## src/rtl/tapdet_pkg.sv

```systemverilog
package tapdet_pkg;
    typedef enum logic [1:0] {
        Q_LOW  = 2'd0,
        Q_HIGH = 2'd1,
        Q_HOLD = 2'd2
    } qual_state_t;

    typedef enum logic [1:0] {
        S_IDLE    = 2'd0,
        S_LATENCY = 2'd1,
        S_WINDOW  = 2'd2
    } seq_state_t;
endpackage

```

## src/rtl/tapdet_qual.sv

```systemverilog
module tapdet_qual
    import tapdet_pkg::*;
#(
    parameter int CW = 8
) (
    input  logic          clk,
    input  logic          rst_n,
    input  logic          stb,
    input  logic          en,
    input  logic          above,
    input  logic [CW-1:0] dur,
    output logic          rise,
    output logic          done
);
    localparam logic [CW-1:0] ONE = CW'(1);

    qual_state_t   st;
    logic [CW-1:0] cnt;

    always_comb begin
        rise = en && stb && (st == Q_LOW) && above;
        done = en && stb && (st == Q_HIGH) && !above;
    end

    always_ff @(posedge clk) begin
        if (!rst_n || !en) begin
            st  <= Q_LOW;
            cnt <= '0;
        end else if (stb) begin
            unique case (st)
                Q_LOW: begin
                    if (above) begin
                        if (dur == '0) begin
                            st <= Q_HOLD;
                        end else begin
                            st  <= Q_HIGH;
                            cnt <= ONE;
                        end
                    end
                end
                Q_HIGH: begin
                    if (!above) begin
                        st <= Q_LOW;
                    end else if (cnt == dur) begin
                        st <= Q_HOLD;
                    end else begin
                        cnt <= cnt + ONE;
                    end
                end
                Q_HOLD: begin
                    if (!above) st <= Q_LOW;
                end
                default: st <= Q_LOW;
            endcase
        end
    end

    // a disabled axis never reports an edge or a tap
    p_disabled_quiet_r4: assert property (@(posedge clk) disable iff (!rst_n)
        !en |-> (!rise && !done));

    // a discarded excursion cannot start a new tap until it drops
    p_hold_blocks_r3: assert property (@(posedge clk) disable iff (!rst_n)
        (st == Q_HOLD && stb && en && above) |=> (st == Q_HOLD && !done));
endmodule

```

## src/rtl/tapdet_seq.sv

```systemverilog
module tapdet_seq
    import tapdet_pkg::*;
#(
    parameter int CW = 8
) (
    input  logic          clk,
    input  logic          rst_n,
    input  logic          stb,
    input  logic          tap_rise,
    input  logic          tap_done,
    input  logic          suppress,
    input  logic [CW-1:0] lat,
    input  logic [CW-1:0] win,
    input  logic          single_en,
    input  logic          double_en,
    output logic          single_tap,
    output logic          double_tap
);
    localparam logic [CW-1:0] ONE = CW'(1);

    seq_state_t    st;
    logic [CW-1:0] cnt;
    logic          armed;
    logic [CW-1:0] cnt_nx;

    assign cnt_nx = cnt + ONE;

    always_ff @(posedge clk) begin
        if (!rst_n) begin
            st    <= S_IDLE;
            cnt   <= '0;
            armed <= 1'b0;
        end else if (!double_en) begin
            st    <= S_IDLE;
            armed <= 1'b0;
        end else if (stb) begin
            unique case (st)
                S_IDLE: begin
                    if (tap_done && lat != '0 && win != '0) begin
                        st  <= S_LATENCY;
                        cnt <= '0;
                    end
                end
                S_LATENCY: begin
                    if (tap_done && suppress) begin
                        st <= S_IDLE;
                    end else if (cnt_nx == lat) begin
                        st    <= S_WINDOW;
                        cnt   <= '0;
                        armed <= 1'b0;
                    end else begin
                        cnt <= cnt_nx;
                    end
                end
                S_WINDOW: begin
                    if (tap_rise) armed <= 1'b1;
                    if ((tap_done && armed) || cnt_nx == win) begin
                        st <= S_IDLE;
                    end else begin
                        cnt <= cnt_nx;
                    end
                end
                default: st <= S_IDLE;
            endcase
        end
    end

    always_ff @(posedge clk) begin
        if (!rst_n) begin
            single_tap <= 1'b0;
            double_tap <= 1'b0;
        end else begin
            single_tap <= tap_done && (st == S_IDLE) && single_en;
            double_tap <= tap_done && (st == S_WINDOW) && armed && double_en;
        end
    end

    // pulses are exclusive and last one clock
    p_exclusive_r10: assert property (@(posedge clk) disable iff (!rst_n)
        !(single_tap && double_tap));
    p_single_one_cycle_r10: assert property (@(posedge clk) disable iff (!rst_n)
        single_tap |=> !single_tap);
    p_double_one_cycle_r10: assert property (@(posedge clk) disable iff (!rst_n)
        double_tap |=> !double_tap);
    // a single pulse follows a completed tap with single taps enabled
    p_single_cause_r2: assert property (@(posedge clk) disable iff (!rst_n)
        single_tap |-> $past(tap_done && single_en));
    // no double pulse unless double taps were enabled
    p_double_cause_r9: assert property (@(posedge clk) disable iff (!rst_n)
        double_tap |-> $past(tap_done && double_en && stb));
    // a suppressed tap in latency ends the sequence
    p_suppress_cancel_r7: assert property (@(posedge clk) disable iff (!rst_n)
        (st == S_LATENCY && tap_done && suppress && double_en) |=> (st == S_IDLE));
endmodule

```

## src/rtl/tap_detector.sv

```systemverilog
module tap_detector
    import tapdet_pkg::*;
#(
    parameter int NAX = 3,
    parameter int W   = 8,
    parameter int CW  = 8
) (
    input  logic             clk,
    input  logic             rst_n,
    input  logic             smp_stb,
    input  logic [NAX*W-1:0] smp_val,
    input  logic [NAX:0]     tap_ctrl,
    input  logic [W-1:0]     thresh,
    input  logic [CW-1:0]    dur_cnt,
    input  logic [CW-1:0]    lat_cnt,
    input  logic [CW-1:0]    win_cnt,
    input  logic             single_en,
    input  logic             double_en,
    output logic             single_tap,
    output logic             double_tap
);
    localparam int SUPP_BIT = NAX;

    logic [NAX-1:0] ax_rise;
    logic [NAX-1:0] ax_done;

    for (genvar i = 0; i < NAX; i++) begin : g_axis
        logic above;
        assign above = smp_val[i*W +: W] > thresh;

        tapdet_qual #(.CW(CW)) u_qual (
            .clk   (clk),
            .rst_n (rst_n),
            .stb   (smp_stb),
            .en    (tap_ctrl[i]),
            .above (above),
            .dur   (dur_cnt),
            .rise  (ax_rise[i]),
            .done  (ax_done[i])
        );
    end

    tapdet_seq #(.CW(CW)) u_seq (
        .clk        (clk),
        .rst_n      (rst_n),
        .stb        (smp_stb),
        .tap_rise   (|ax_rise),
        .tap_done   (|ax_done),
        .suppress   (tap_ctrl[SUPP_BIT]),
        .lat        (lat_cnt),
        .win        (win_cnt),
        .single_en  (single_en),
        .double_en  (double_en),
        .single_tap (single_tap),
        .double_tap (double_tap)
    );

    // no pulse may appear without a sample strobe one clock earlier
    p_pulse_after_strobe_r1: assert property (@(posedge clk) disable iff (!rst_n)
        (single_tap || double_tap) |-> $past(smp_stb));
endmodule

```

## config.mk

```make
export PLATFORM = sky130hd
export DESIGN_NAME = tap_detector
export DESIGN_NICKNAME = d
export VERILOG_FILES = /design/src/rtl/tapdet_pkg.sv /design/src/rtl/tapdet_qual.sv /design/src/rtl/tapdet_seq.sv /design/src/rtl/tap_detector.sv
export SDC_FILE = /design/constraint.sdc
export NUM_CORES = 1
export LEC_CHECK = 0
export ABC_AREA = 1
export BUFFER_PORTS_ARGS = -buffer_cell sky130_fd_sc_hd__buf_2
export CAP_MARGIN = 20
export CORE_MARGIN = 3
export CORE_UTILIZATION = 60
export CTS_BUF_LIST = sky130_fd_sc_hd__clkbuf_8
export DETAILED_ROUTE_END_ITERATION = 10
export GPL_ROUTABILITY_DRIVEN = 0
export PLACE_DENSITY = 0.83
export SYNTH_ARGS = -nofsm -noshare
export SYNTH_HDL_FRONTEND = slang
export SYNTH_HIERARCHICAL = 1
export SYNTH_SLANG_ARGS = --single-unit
```

## constraint.sdc

```tcl
create_clock -name clk -period 3.7 [get_ports clk]
set_input_delay 0.74 -clock clk [delete_from_list [all_inputs] [get_ports clk]]
set_output_delay 0.74 -clock clk [all_outputs]
set_load 0.01 [all_outputs]
```

==> metrics.cfg, run 1 <==
[status]
status=finished clean

[clocking]
post_cts_hold_buffer_count=0
root_buffer=clkbuf_8
clk_pin_slew_worst_paths_ps=80
cts.path.max_buffers=2
cts_tree=done
clk_latency_ps=310
post_cts_buffers=0
numCtsBuffers=5
htreeDepth=2
cts.sinks=43
cts_resized=0

[synth]
syn_inst=734
synth.area.mux_share=0
synth_top_family_by_area=simple AND/OR/NAND/NOR gates
synthXorXnorAreaFrac=0.0325
synthAdderAreaFrac=0.0927
synth_area_mm2=0.00432
synth_cell_types=31
synth_fp_nets=831
ys_seq_elements=43
synth-simple-area-share=0.484
synth_compound_area_frac=0.0919
avgSynthCellArea_um2=5.88
yosysSeqAreaShare=0.199
synth-warning-count=6

[detailed_routing]
m1WireLength_um=4890
dr.pass1.iters=5
via_count=4745
vias_per_cell=5.29
drtAntennaViolNets=0
drc=0
wl_met3_um=665
routed_wl_um=10800
drtIter0Drc=233
top_layer_used=met4
wl_per_cell_um=12.0
dr_wl_met2_um=5060

[timing]
finalSetupViolCount=0
drv_slew=0
hold_viol_final=0
post-route-min-period_ps=3280
fin_tns_setup_ps=0
clock_skew_ps=10.7
timing.slew.headroom=0.749
worst_pin_slew_ps=373
rsz0062_at_grt=no
fmax_mhz=305
min_period_over_period=0.885

[setup_path]
path_max_fanout=16
worst_ep_arrival_time_ps=3520
crit_path_end_kind=flip-flop
start_kind=primary input
worst_ep_required_time_ps=3940
r2r_cells=12
critical_path_class=in2reg

[power_and_ir_drop]
max-vdd-ir-drop_mv=0.140
p_seq_frac=0.441
switching_share=0.345
powerDensity_mw_per_mm2=232
combPwrFrac=0.284
p_sw_uw=384
leakagePower_nw=2.32
clock_power_share=0.275
internal_power_uw=728

[placement]
port_buffers=66
hpwlAfterDp_um=8650
dp.cells=889

[global_route]
grt.overflow.total=0
grt_pass1_wl_um=18600
grt_max_degree=17
gr-usage-all-layers=0.264
grt_antenna_before_repair=0
grt_pass1_vias=4245

[cells_and_area]
n_antenna_cell=0
nNetsFinal=897
synthToLayoutAreaGrowth_pct=10.8
drive_gt1_frac=0.146
final_cell_mix=nand2_1, nor2_1, inv_1, nand3_1, buf_2
fin_cells=897
mostFrequentLayoutCell=nand2_1
fillers=657

[floorplan]
io_pins=67
die_w_um=90.8
die_area_mm2=0.00825
num_rows=30
start_util=0.629
core_area_mm2=0.00687
die_h_um=90.8

[hold_path]
min_path_type=reg2reg
whs_path_depth=2

[job]
maxCapViolCount=0

[critical path: stages]
cell	delay, ps
buf_2	70
inv_1	60
ha_1	330
nand2_1	90
nor2_2	160
nand2_1	70
a21oi_1	240
nor3_1	130
or3_1	420
nand2_1	120
nor2_1	60
or3b_2	430
nor2_1	130
nand2_2	200
nand2_1	110
nand2_1	50
nor2_1	100
[metal layers]
layer / up-vias / GRT usage
li1: 2469 / -
met1: 2110 / 0.347
met2: 152 / 0.447
met3: 14 / 0.0383
met4: 0 / 0.0804
met5: - / 0
[registers in the layout, indices dropped and copies added, names as in the netlist]
| signal | cells |
|---|---|
| g_axis.u_qual/st | 6 |
| u_seq/double_tap | 1 |
| u_seq/st | 2 |
| u_seq/armed | 1 |
| u_seq/single_tap | 1 |
| u_seq/cnt | 8 |
| g_axis.u_qual/cnt | 24 |
[cell usage after synthesis]
cell        n  area share
nor3b_1     3      0.0052
nor3_1      7      0.0081
nor4_1      4      0.0058
o21ai_0     7      0.0081
nand2_1   240        0.21
buf_1       1     0.00087
a21o_1      1      0.0017
o21bai_1    7       0.012
a21o_2      5       0.010
nand2_2     5      0.0072
o21a_1      3      0.0052
ha_1       32       0.093
clkbuf_1    2      0.0017
xor2_1      2      0.0041
inv_1      80       0.070
dfxtp_1    43        0.20
buf_6       7       0.018
inv_2      11      0.0096
or3b_2      1      0.0020
nand2_4     3      0.0078
nand3_1    76       0.088
or3_1       2      0.0029
nor2_4     10       0.026
nand3b_1    2      0.0035
o21ai_1     6      0.0070
nand4_1     6      0.0087
xnor2_1    14       0.028
nand3_4     3       0.012
nor2_2      3      0.0043
a21oi_1    41       0.048
nor2_1    107       0.093
[power by group through the flow]
| stage | clock [mW] | combinational, mW | sequential (mW) |
|---|---|---|---|
| after floorplan | 0 | 0.216 | 0.496 |
| after global placement | 0 | 0.303 | 0.500 |
| after detailed placement | 0 | 0.314 | 0.501 |
| after CTS | 0.315 | 0.316 | 0.490 |
| after global routing | 0.328 | 0.362 | 0.493 |
| final | 0.305 | 0.316 | 0.490 |
[worst paths after layout]
path,start,end,slack [ps]
max,thresh[7],u_seq/cnt[2],420
min,u_seq/armed,u_seq/armed,480
max reg2reg,g_axis[1].u_qual/st[1],u_seq/cnt[2],1280
min reg2reg,u_seq/armed,u_seq/armed,480
[through the flow]
| stage | utilization | total power, mW | instance area [um^2] | worst slack [ps] | hold WS [ps] |
|---|---|---|---|---|---|
| 2_1_floorplan | - | 0.711 | 4320 | 422 | 438 |
| 3_3_place_gp | 0.684 | 0.804 | 4700 | 224 | 460 |
| 3_5_place_dp | 0.684 | 0.815 | 4700 | 130 | 469 |
| 4_1_cts | 0.697 | 1.12 | 4790 | 437 | 481 |
| 5_1_grt | 0.697 | 1.18 | 4790 | 178 | 523 |
| 6_report | 0.697 | 1.11 | 4790 | 424 | 484 |
[cell type report]
type	instances	area (um^2)	share of cell area
sequential	43	861	0.180
inverter	91	342	0.0714
tap	96	120	0.0251
timing repair buffer	69	353	0.0737
clock inverter	3	16.3	0.00340
multi-input combinational	590	3030	0.632
clock buffer	5	68.8	0.0144
[cell families after synthesis]
| family | count (synthesis) |
|---|---|
| xor gates and xnor gates | 16 |
| adders and majority gates | 32 |
| DFF | 43 |
| AOI/OAI and AO/OA | 70 |
| buffers and inverters | 101 |
| and+or+nand+nor | 472 |
No activity file was read; power rests on OpenSTA's default activity.
==> run 2: changes to the inputs <==
Settings changed: ABC_AREA 1 to default, CAP_MARGIN 20 to 10, CORE_UTILIZATION 60 to 58, PLACE_DENSITY 0.83 to 0.82, SYNTH_HIERARCHICAL 1 to default.
==> run 2 against run 1 <==
Compared with the run above: worst hold slack gained 16 ps; sequential cell count is the same; final area shrank 14%; non-clock buffer count shrank 1; maximum frequency grew 4.5%; global-route usage shrank 1.8 points; routed wire length shrank 20%.
==> metrics.cfg, run 2 <==
[status]
status=finished clean

[detailed_routing]
vias_per_cell=5.94  ; +12%
wl_per_cell_um=15.0  ; +24%
dr.pass1.iters=5  ; unchanged
via_count=3430  ; -28%
wl_met3_um=449  ; -32%
top_layer_used=met4
m1WireLength_um=4010  ; -18%
drtAntennaViolNets=0  ; unchanged
drc=0  ; unchanged
dr_wl_met2_um=4080  ; -19%
routed_wl_um=8630  ; -20%
drtIter0Drc=213  ; -8.6%

[clocking]
cts.sinks=43  ; unchanged
cts.path.max_buffers=2  ; unchanged
clk_latency_ps=300  ; about the same
clk_pin_slew_worst_paths_ps=80  ; about the same
numCtsBuffers=5  ; unchanged
cts_resized=0  ; unchanged
post_cts_hold_buffer_count=0  ; unchanged
cts_tree=done
post_cts_buffers=0  ; unchanged
htreeDepth=2  ; unchanged
root_buffer=clkbuf_8

[cells_and_area]
drive_gt1_frac=0.183  ; +0.0372
reg_top3=g_axis.u_qual.cnt x24, u_seq.cnt x8, g_axis.u_qual.st x6
nNetsFinal=598  ; -33%
final_cell_mix=buf_2, nor2_1, dfxtp_1, xnor2_1, ha_1
fin_cells=577  ; -36%
fillers=503  ; -23%
n_antenna_cell=0  ; unchanged
largest_reg_flops=24  ; unchanged
mostFrequentLayoutCell=buf_2
top_register=g_axis.u_qual.cnt
synthToLayoutAreaGrowth_pct=13.6

[synth]
synth_cell_types=67  ; +120%
synth_edf_count=0  ; unchanged
yosys.cell_count.top_type=nor2_1
synth_fp_nets=532  ; -36%
synth_top_area_frac=0.239  ; +0.0301
yosysSeqAreaShare=0.239  ; +0.0394
synthArstFlopShare=0  ; unchanged
ys_seq_elements=43  ; unchanged
avgSynthCellArea_um2=8.29  ; +41%
synth_top_area_cell=dfxtp_1
yosys-top-cells-area=dfxtp_1, ha_1, xnor2_1
synth-warning-count=0  ; -6
ys_top_cells_by_count=nor2_1, dfxtp_1, ha_1, xnor2_1, xor2_1
syn_inst=435  ; -41%
synth_area_mm2=0.00361  ; -16%
ys.flop_type=dfxtp_1

[timing]
fmax_mhz=319  ; +4.5%
fin_tns_setup_ps=0  ; unchanged
timing.slew.headroom=0.580  ; -0.169
hold_viol_final=0  ; unchanged
min_period_over_period=0.847  ; -0.0381
drv_slew=0  ; unchanged
clock_skew_ps=2.34  ; -8.36 ps
worst_pin_slew_ps=625  ; +252 ps
rsz0062_at_grt=no
post-route-min-period_ps=3130  ; -141 ps
hold_ws_ps=500  ; +15.6 ps
finalSetupViolCount=0  ; unchanged

[power_and_ir_drop]
p_sw_uw=291  ; -24%
p_seq_frac=0.462  ; +0.021
leakagePower_nw=1.73  ; -25%
clock_power_share=0.333  ; +0.058
powerDensity_mw_per_mm2=248  ; +6.9%
internal_power_uw=727  ; -0.14%
max-vdd-ir-drop_mv=0.257  ; +84%
combPwrFrac=0.205  ; -0.079
switching_share=0.286  ; -0.0593

[setup_path]
start_kind=primary input
critical_path_class=in2reg
crit_path_end_kind=flip-flop
r2r_end=u_seq.cnt[2]
worst_ep_required_time_ps=3890  ; -50 ps
cp-startpoint=thresh[5]
crit_path_max_incr_delay_ps=450  ; +20 ps
worst-r2r-setup-slack_ps=700  ; -580 ps
critPathSlowestCell=and4bb_1
crit_end=u_seq.cnt[2]
cpMostUsedCell=and4bb_1
path_max_fanout=9  ; -7
r2r_start=u_seq.cnt[0]
worst_ep_arrival_time_ps=3330  ; -190 ps
r2r_cells=9  ; -3
crit_chain=buf_2 > inv_1 > ha_1 > a211oi_1 > nor2_1 > and4bb_1 > o2111ai_1 > a41oi_1 > and4bb_1 > nand3_1 > a32o_1

[placement]
dp.cells=569  ; -36%
port_buffers=66  ; unchanged
hpwlAfterDp_um=6900  ; -20%

[global_route]
grt_antenna_before_repair=0  ; unchanged
grt_pass1_vias=3348  ; -21%
grt.overflow.total=0  ; unchanged
grt_pass1_wl_um=14900  ; -20%
grt_max_degree=16  ; -1
gr-usage-all-layers=0.246  ; -0.0182

[floorplan]
die_w_um=84.9  ; -6.6%
die_area_mm2=0.00720  ; -13%
die_h_um=84.9  ; -6.6%
io_pins=67  ; unchanged
core_area_mm2=0.00596  ; -13%
num_rows=28  ; -6.7%
start_util=0.605  ; -0.0231

[hold_path]
min_path_type=reg2reg

[job]
maxCapViolCount=0  ; unchanged

==> run 2: changes by cell type after synthesis, sizes merged, moves of 18 or more <==
cell / change
nand3: -61
nor2: -76
xnor2: +18
inv: -67
xor2: +29
nand2: -221
a21oi: -19
==> run 2: worst min path at each step <==
stage	startpoint	to	slack, ps	cells past startpoint
final	u_seq.armed	u_seq.double_tap	500	2
after global routing	u_seq.armed	u_seq.double_tap	520	2
after CTS	u_seq.armed	u_seq.double_tap	490	2
after detailed placement	u_seq.armed	u_seq.double_tap	480	2
after global placement	u_seq.armed	u_seq.double_tap	460	2
after floorplan	u_seq.armed	u_seq.double_tap	450	2
==> run 2: per-layer routing <==
metal | up-vias | track usage
li1 | 1731 | -
met2 | 90 | 0.417
met1 | 1598 | 0.326
met5 | - | 0
met3 | 11 | 0.0485
met4 | 0 | 0.0518
==> run 2: cells by family after synthesis <==
kind of cell               Yosys count  synth area share
AOI/OAI and AO/OA                   87             0.176
DFF                                 43             0.239
adders and majority gates           32             0.111
xor gates and xnor gates            64             0.159
and+or+nand+nor                    171             0.262
muxes                                5            0.0139
buffers and inverters               33            0.0392
==> run 2: power by group through the flow <==
stage               logic, mW  clock network [mW]  registers (mW)
floorplan               0.127                   0           0.479
global placement        0.199                   0           0.481
detailed placement      0.206                   0           0.481
CTS                     0.207               0.346           0.470
global route            0.235               0.362           0.471
finish                  0.208               0.339           0.470
==> run 2: final cells by class <==
type                            instances  area (um^2)  area share
Inverter                               24         90.1      0.0220
Clock inverter                          1         7.51     0.00183
Sequential cell                        43          861       0.210
Tap cell                               75         93.8      0.0229
Multi-Input combinational cell        359         2600       0.635
Clock buffer                            7         96.3      0.0235
Timing Repair Buffer                   68          345      0.0843
==> run 2: metrics by stage <==
step	power, mW	setup WS, ps	utilization	area (um^2)
final	1.02	565	0.688	4100
after global routing	1.07	391	0.688	4100
after CTS	1.02	606	0.688	4100
after detailed placement	0.687	296	0.671	3990
after global placement	0.680	401	0.671	3990
after floorplan	0.606	660	-	3610
==> run 2: worst max-delay path, delay by kind of cell <==
family                   cells  cell delay, ps
AO/OA/AOI/OAI                4            1120
AND/OR/NAND/NOR              4            1030
adder cells (fa/ha/maj)      1             250
buffers and inverters        2             180
